File: config.mk
export PLATFORM = sky130hd
export DESIGN_NAME = flash_seq_exec
export DESIGN_NICKNAME = d
export VERILOG_FILES = /design/src/rtl/flseq_pkg.sv /design/src/rtl/flseq_regfile.sv /design/src/rtl/flseq_decode.sv /design/src/rtl/flseq_shifter.sv /design/src/rtl/flash_seq_exec.sv
export SDC_FILE = /design/constraint.sdc
export NUM_CORES = 1
export LEC_CHECK = 0
export ABC_CLOCK_PERIOD_IN_PS = 13960
export BUFFER_PORTS_ARGS = -buffer_cell sky130_fd_sc_hd__clkbuf_2
export CELL_PAD_IN_SITES_DETAIL_PLACEMENT = 1
export CELL_PAD_IN_SITES_GLOBAL_PLACEMENT = 1
export CORE_UTILIZATION = 52
export DETAILED_ROUTE_END_ITERATION = 10
export MAX_ROUTING_LAYER = met4
export PLACE_DENSITY_LB_ADDON = 0.2
export SYNTH_ARGS = -nofsm -noshare
export SYNTH_HDL_FRONTEND = slang
export SYNTH_SLANG_ARGS = --single-unit
File: constraint.sdc
create_clock -name clk -period 13.96 [get_ports clk]
set_input_delay 0.698 -clock clk [delete_from_list [all_inputs] [get_ports clk]]
set_output_delay 0.698 -clock clk [all_outputs]
set_load 0.03 [all_outputs]
File: src/rtl/flseq_pkg.sv
// Shared opcode values and state type for the flash sequence executor.
// Assumes: opcodes sit in bits [15:10] of a 16-bit instruction word.
package flseq_pkg;

    localparam int WORD_W = 16;

    localparam logic [5:0] OP_STOP      = 6'd0;
    localparam logic [5:0] OP_CMD       = 6'd1;
    localparam logic [5:0] OP_ADDR      = 6'd2;
    localparam logic [5:0] OP_MODE2     = 6'd3;
    localparam logic [5:0] OP_MODE4     = 6'd4;
    localparam logic [5:0] OP_MODE2_DDR = 6'd5;
    localparam logic [5:0] OP_MODE4_DDR = 6'd6;

    typedef enum logic [1:0] {
        ST_IDLE  = 2'd0,
        ST_FETCH = 2'd1,
        ST_SHIFT = 2'd2,
        ST_DONE  = 2'd3
    } seq_state_e;

endpackage

File: src/rtl/flseq_regfile.sv
// Instruction list storage: one write port, one asynchronous read port.
// Assumes: DEPTH entries, cleared to zero (STOP) by reset.
module flseq_regfile #(
    parameter int DEPTH  = 8,
    parameter int WORD_W = 16,
    localparam int IDX_W = $clog2(DEPTH)
) (
    input  logic              clk,
    input  logic              rst_n,
    input  logic              we,
    input  logic [IDX_W-1:0]  widx,
    input  logic [WORD_W-1:0] wdata,
    input  logic [IDX_W-1:0]  ridx,
    output logic [WORD_W-1:0] rdata
);

    logic [WORD_W-1:0] mem [DEPTH];

    // Store a word on write; clear the whole list on reset.
    always_ff @(posedge clk) begin
        if (!rst_n) begin
            for (int i = 0; i < DEPTH; i++) begin
                mem[i] <= '0;
            end
        end else if (we) begin
            mem[widx] <= wdata;
        end
    end

    assign rdata = mem[ridx];

endmodule

File: src/rtl/flseq_decode.sv
// Combinational decode of one instruction word.
// Produces the pad width (log2), data-rate flag, number of pad groups to send,
// and an MSB-aligned load value whose low bits are zero (the zero fill).
// Assumes: SR_W >= max(ADDR_W, 8); CNT_W can hold SR_W + 3.
module flseq_decode
    import flseq_pkg::*;
#(
    parameter int ADDR_W = 24,
    parameter int SR_W   = 24,
    parameter int CNT_W  = 5
) (
    input  logic [WORD_W-1:0] word,
    input  logic [ADDR_W-1:0] addr,
    output logic              is_stop,
    output logic              ddr,
    output logic [1:0]        plog,
    output logic [CNT_W-1:0]  units,
    output logic [SR_W-1:0]   load_val
);

    logic [5:0]       opc;
    logic [7:0]       operand;
    logic [CNT_W-1:0] bits;
    logic [CNT_W-1:0] pmask;
    logic [CNT_W-1:0] shamt;
    logic [SR_W-1:0]  raw;

    // Split the word, pick bit count and raw payload per opcode.
    always_comb begin
        opc     = word[15:10];
        operand = word[7:0];
        is_stop = (opc == OP_STOP);
        ddr     = 1'b0;
        bits    = '0;
        raw     = '0;
        case (word[9:8])
            2'd0:    plog = 2'd0;
            2'd1:    plog = 2'd1;
            default: plog = 2'd2;
        endcase
        case (opc)
            OP_CMD: begin
                bits = CNT_W'(8);
                raw  = SR_W'(operand);
            end
            OP_ADDR: begin
                if ({2'b00, operand[5:0]} > 8'(ADDR_W)) begin
                    bits = CNT_W'(ADDR_W);
                end else begin
                    bits = CNT_W'(operand[5:0]);
                end
                raw = SR_W'(addr);
            end
            OP_MODE2: begin
                bits = CNT_W'(2);
                raw  = SR_W'(operand[1:0]);
            end
            OP_MODE4: begin
                bits = CNT_W'(4);
                raw  = SR_W'(operand[3:0]);
            end
            OP_MODE2_DDR: begin
                bits = CNT_W'(2);
                raw  = SR_W'(operand[1:0]);
                ddr  = 1'b1;
            end
            OP_MODE4_DDR: begin
                bits = CNT_W'(4);
                raw  = SR_W'(operand[3:0]);
                ddr  = 1'b1;
            end
            default: begin
                bits = '0;
            end
        endcase
    end

    // Round the bit count up to whole pad groups and MSB-align the payload.
    always_comb begin
        case (plog)
            2'd0:    pmask = CNT_W'(0);
            2'd1:    pmask = CNT_W'(1);
            default: pmask = CNT_W'(3);
        endcase
        units    = (bits + pmask) >> plog;
        shamt    = CNT_W'(SR_W) - bits;
        load_val = raw << shamt;
    end

endmodule

File: src/rtl/flseq_shifter.sv
// MSB-first output shift register with pad mapping.
// The earliest bit of each group goes to the highest used pad.
// Assumes: plog is held stable while shifting (0 = 1 pad, 1 = 2, 2 = 4).
module flseq_shifter #(
    parameter int SR_W = 24
) (
    input  logic            clk,
    input  logic            rst_n,
    input  logic            load_en,
    input  logic [SR_W-1:0] load_val,
    input  logic            shift_en,
    input  logic [1:0]      plog,
    input  logic            drive,
    output logic [3:0]      io_out,
    output logic [3:0]      io_oe
);

    logic [SR_W-1:0] sr;

    // Load a new payload, or advance by one pad group.
    always_ff @(posedge clk) begin
        if (!rst_n) begin
            sr <= '0;
        end else if (load_en) begin
            sr <= load_val;
        end else if (shift_en) begin
            case (plog)
                2'd0:    sr <= sr << 1;
                2'd1:    sr <= sr << 2;
                default: sr <= sr << 4;
            endcase
        end
    end

    // Present the top group on the pads while driving.
    always_comb begin
        io_out = 4'b0000;
        io_oe  = 4'b0000;
        if (drive) begin
            case (plog)
                2'd0: begin
                    io_out = {3'b000, sr[SR_W-1]};
                    io_oe  = 4'b0001;
                end
                2'd1: begin
                    io_out = {2'b00, sr[SR_W-1 -: 2]};
                    io_oe  = 4'b0011;
                end
                default: begin
                    io_out = sr[SR_W-1 -: 4];
                    io_oe  = 4'b1111;
                end
            endcase
        end
    end

endmodule

File: src/rtl/flash_seq_exec.sv
// Flash command sequence executor, top level.
// Walks the instruction list from entry 0 and runs one fetch cycle per entry,
// then the entry's shift cycles. Ends on STOP or after the last entry, then
// pulses done with chip select released.
// Assumes: the serial clock is the core clock divided by two; an SDR group
// lasts two core cycles and a DDR group one core cycle (one serial edge).
module flash_seq_exec
    import flseq_pkg::*;
#(
    parameter int DEPTH  = 8,
    parameter int ADDR_W = 24,
    localparam int IDX_W = $clog2(DEPTH),
    localparam int SR_W  = (ADDR_W > 8) ? ADDR_W : 8,
    localparam int CNT_W = $clog2(SR_W + 4)
) (
    input  logic              clk,
    input  logic              rst_n,
    input  logic              prog_we,
    input  logic [IDX_W-1:0]  prog_idx,
    input  logic [15:0]       prog_word,
    input  logic              start,
    input  logic              addr_from_bus,
    input  logic [ADDR_W-1:0] bus_addr,
    input  logic [ADDR_W-1:0] reg_addr,
    output logic              cs_n,
    output logic              sck,
    output logic              sck_en,
    output logic [3:0]        io_out,
    output logic [3:0]        io_oe,
    output logic              done
);

    localparam logic [IDX_W-1:0] LAST_IDX = IDX_W'(DEPTH - 1);

    seq_state_e       state;
    logic [IDX_W-1:0] pc;
    logic [CNT_W-1:0] units_left;
    logic             half;
    logic             ddr_q;
    logic [1:0]       plog_q;

    logic [WORD_W-1:0] cur_word;
    logic [ADDR_W-1:0] addr_sel;
    logic              dec_stop;
    logic              dec_ddr;
    logic [1:0]        dec_plog;
    logic [CNT_W-1:0]  dec_units;
    logic [SR_W-1:0]   dec_load;
    logic              step;

    flseq_regfile #(
        .DEPTH  (DEPTH),
        .WORD_W (WORD_W)
    ) u_list (
        .clk   (clk),
        .rst_n (rst_n),
        .we    (prog_we),
        .widx  (prog_idx),
        .wdata (prog_word),
        .ridx  (pc),
        .rdata (cur_word)
    );

    // Choose the column address source.
    always_comb begin
        addr_sel = addr_from_bus ? bus_addr : reg_addr;
    end

    flseq_decode #(
        .ADDR_W (ADDR_W),
        .SR_W   (SR_W),
        .CNT_W  (CNT_W)
    ) u_dec (
        .word     (cur_word),
        .addr     (addr_sel),
        .is_stop  (dec_stop),
        .ddr      (dec_ddr),
        .plog     (dec_plog),
        .units    (dec_units),
        .load_val (dec_load)
    );

    // A group completes every edge in DDR, every second edge in SDR.
    always_comb begin
        step = (state == ST_SHIFT) && (ddr_q || half);
    end

    // Sequence control: fetch, shift, advance, finish.
    always_ff @(posedge clk) begin
        if (!rst_n) begin
            state      <= ST_IDLE;
            pc         <= '0;
            units_left <= '0;
            half       <= 1'b0;
            ddr_q      <= 1'b0;
            plog_q     <= 2'd0;
        end else begin
            case (state)
                ST_IDLE: begin
                    if (start) begin
                        state <= ST_FETCH;
                        pc    <= '0;
                    end
                end
                ST_FETCH: begin
                    if (dec_stop) begin
                        state <= ST_DONE;
                    end else if (dec_units == '0) begin
                        if (pc == LAST_IDX) begin
                            state <= ST_DONE;
                        end else begin
                            pc <= pc + 1'b1;
                        end
                    end else begin
                        state      <= ST_SHIFT;
                        units_left <= dec_units;
                        half       <= 1'b0;
                        ddr_q      <= dec_ddr;
                        plog_q     <= dec_plog;
                    end
                end
                ST_SHIFT: begin
                    half <= ~half;
                    if (step) begin
                        units_left <= units_left - 1'b1;
                        if (units_left == CNT_W'(1)) begin
                            if (pc == LAST_IDX) begin
                                state <= ST_DONE;
                            end else begin
                                pc    <= pc + 1'b1;
                                state <= ST_FETCH;
                            end
                        end
                    end
                end
                default: begin
                    state <= ST_IDLE;
                end
            endcase
        end
    end

    flseq_shifter #(
        .SR_W (SR_W)
    ) u_shift (
        .clk      (clk),
        .rst_n    (rst_n),
        .load_en  (state == ST_FETCH),
        .load_val (dec_load),
        .shift_en (step),
        .plog     (plog_q),
        .drive    (state == ST_SHIFT),
        .io_out   (io_out),
        .io_oe    (io_oe)
    );

    // Interface strobes derived from the sequence state.
    always_comb begin
        cs_n   = !((state == ST_FETCH) || (state == ST_SHIFT));
        sck_en = (state == ST_SHIFT);
        sck    = sck_en && half;
        done   = (state == ST_DONE);
    end

endmodule

==> reports/metrics.csv <==
stage,metric,value,unit
drt,drt-pass1-iter-count,5,
timing,slew_headroom,11.2,%
outcome,status,completed,
pwr,powerDensity,157,nW/um^2
global_routing,antenna_found_initial,0,
synth,ys_seq_elements,169,
drt,final_antenna_net_count,0,
setup_path,cp_max_fo,33,
placement,gp_congestion,0.962,
synth,netlist_area,10400,um^2
setup_path,cp.arrival,5.99,ns
setup_path,worst_ep_required_time,14.32,ns
clock_tree,clk_pin_slew,0.07,ns
floorplanning,dieArea,20600,um^2
hold_path,hp-class,reg2reg,
synth,synth.distinct_cells,83,
layout,drive_gt1_share,22.1,%
synth,yosysTopAreaCell,edfxtp_1,
floorplanning,start_util,53.2,%
floorplanning,die_x,143,um
timing,finClkSkew,0.00926,ns
clock_tree,postCtsSetupBuffers,0,
global_routing,met2_usage,58.2,%
clock_tree,cts_sinks,169,
layout,multi_input_area,5350,um^2
floorplanning,fp.dieH,143,um
setup_path,r2r_slack,8.32,ns
synth,synth_common_cells,"and2_1, edfxtp_1, nand2_1, nor2_1, mux2i_1",
clock_tree,cts_tree,built,
timing,min_period,5.64,ns
synth,synth_edf_count,128,
floorplanning,core,19500,um^2
placement,io_buffer_count,83,
synth,yosysMostFrequentCell,and2_1,
pwr,internal-power,0.00113,W
synth,synth_nets,1036,
timing,timing.fmax,177,MHz
global_routing,grt_usage,32.3,%
synth,ys_seq_area_share,44.9,%
clock_tree,ctsResizeCount,0,
global_routing,grt-ovfl-total,0,
synth,yosysWarnings,0,
setup_path,start_kind,flop,
synth,synthTopCellsByArea,"edfxtp_1, mux4_2, dfxtp_1",
layout,stdcell_count,1289,
global_routing,grt_pass1_vias,8572,
clock_tree,cts-buffers-inserted,17,
setup_path,crit_type,reg2reg,
layout,diodes,0,
timing,maxSlewViolCount,0,
global_routing,met1_usage,35.5,%
global_routing,busiest_layer,met2,
clock_tree,cts_hold_buffers,0,
timing,period_share,40.4,%
layout,fillers,2118,
clock_tree,insertion_delay,0.44,ns
clock_tree,cts-root-buf,clkbuf_16,
pwr,vdd_drop_max,0.127,mV
synth,synth_cells,954,
synth,synth_top_cell_area_share,37.0,%
layout,areaGrowthSynthToFinish,11.5,%
drt,drt-total-wl,30.9,mm
layout,seq_area,4670,um^2
pwr,p_seq_share,35.5,%
placement,post-dp-hpwl,20.5,mm
floorplanning,row_count,51,
synth,async_flop_share,0,%
pwr,power_leakage,4.25,nW
timing,worst_slew_pin_slew,1.33,ns
clock_tree,cts_max_level,4,
timing,finalSetupTns,0,ns
synth,synth_area_per_cell,10.9,um^2
pwr,switchingPower,0.000693,W
drt,via_count,8172,
floorplanning,io_pins,84,
placement,dp_cells,1257,
drt,drt_iter0_markers,542,
global_routing,use_met3,5.03,%
pwr,p_comb_share,36.9,%
pwr,switching_share,38.1,%
global_routing,grt_pass1_wl,47.7,mm
clock_tree,cts_buffer_depth,2,
layout,fin_nets,1093,
synth,synthFlopType,edfxtp_1,
drt,vias_per_cell,6.34,
setup_path,cp-end-kind,flop,
pwr,clockPowerShare,27.6,%
run,drv_cap,0,
drt,wl_per_cell,23.9,um
timing,rsz0062_at_grt,no,
timing,final-setup-viol-count,0,
global_routing,grt_max_degree,45,
drt,drcViolationCount,0,
timing,report.final.hold_viol_count,0,
[flip-flops by register name (all words and copies together) (netlist names), named ones only]
signal      cells
ddr_q           1
half            1
pc              3
plog_q          2
state           2
u_list.mem    128
u_shift.sr     24
units_left      5
[final cells by class]
cell class	instances	share of cell area [%]
Sequential cell	169	40.3
Clock inverter	15	1.56
Inverter	18	0.583
Clock buffer	17	3.67
Tap cell	265	2.86
Multi-Input combinational cell	702	46.2
Timing Repair Buffer	103	4.88
[cells by family after synthesis]
kind of cell | after synthesis | share of synthesized area, %
mux | 119 | 17.1
flops | 169 | 44.9
compound gates | 212 | 14.6
xor+xnor | 3 | 0.253
simple gates | 358 | 18.4
fa+ha+maj | 10 | 1.20
buf+inv | 83 | 3.64
[power by group through the flow]
| stage | Sequential (W) | Clock (W) | Combinational, W |
|---|---|---|---|
| after floorplan | 0.000634 | 0 | 0.000520 |
| after CTS | 0.000644 | 0.000508 | 0.000669 |
| after global placement | 0.000651 | 0 | 0.000647 |
| after detailed placement | 0.000654 | 0 | 0.000661 |
| final | 0.000645 | 0.000503 | 0.000672 |
| after global routing | 0.000650 | 0.000523 | 0.000725 |
[path summary, 6_finish.rpt]
| check | from | to | cells after the start |
|---|---|---|---|
| max | flop | u_shift.sr[17] | 15 |
| min | pc[1] | pc[1] | 2 |
| max reg2reg | flop | u_shift.sr[17] | 15 |
| min reg2reg | pc[1] | pc[1] | 2 |
[layer usage]
metal	up-vias	part of all wire, %
met5	-	0
met4	0	3.5
met3	76	4.6
met2	243	54
met1	4122	38
li1	3731	-
[critical path: stages (launching register included)]
cell       delay [ns]
dfxtp_2          0.32
buf_4            0.50
mux4_2           0.59
mux2_2           0.31
nor4_4           0.40
and2_1           0.51
nand2_1          0.15
nor2_1           0.19
inv_1            0.06
ha_1             0.21
nor3_1           0.46
nor2_1           0.38
nor4_1           0.79
a2bb2oi_1        0.18
o221a_2          0.32
nor3_1           0.16
[metrics by stage]
step	utilization, %	setup slack [ns]	instance area (um^2)	hold WS [ns]	power (W)
2_1_floorplan	-	9.49	10400	0.436	0.00115
6_report	59.3	8.32	11600	0.508	0.00182
5_1_grt	59.3	8.04	11600	0.518	0.00190
3_5_place_dp	56.2	8.46	11000	0.496	0.00132
3_3_place_gp	56.2	8.48	11000	0.466	0.00130
4_1_cts	59.3	8.41	11600	0.512	0.00182
[cell usage in the layout, fill, tap and decap left out, drive strengths merged, types with 26 or more instances in the layout]
| master | instances |
|---|---|
| a21oi | 44 |
| edfxtp | 128 |
| nand2 | 73 |
| nor3 | 26 |
| mux2i | 60 |
| and2 | 131 |
| clkbuf | 100 |
| o21ai | 52 |
| nor2 | 72 |
| dfxtp | 41 |
| mux4 | 43 |
No activity file was read; power rests on OpenSTA's default activity.
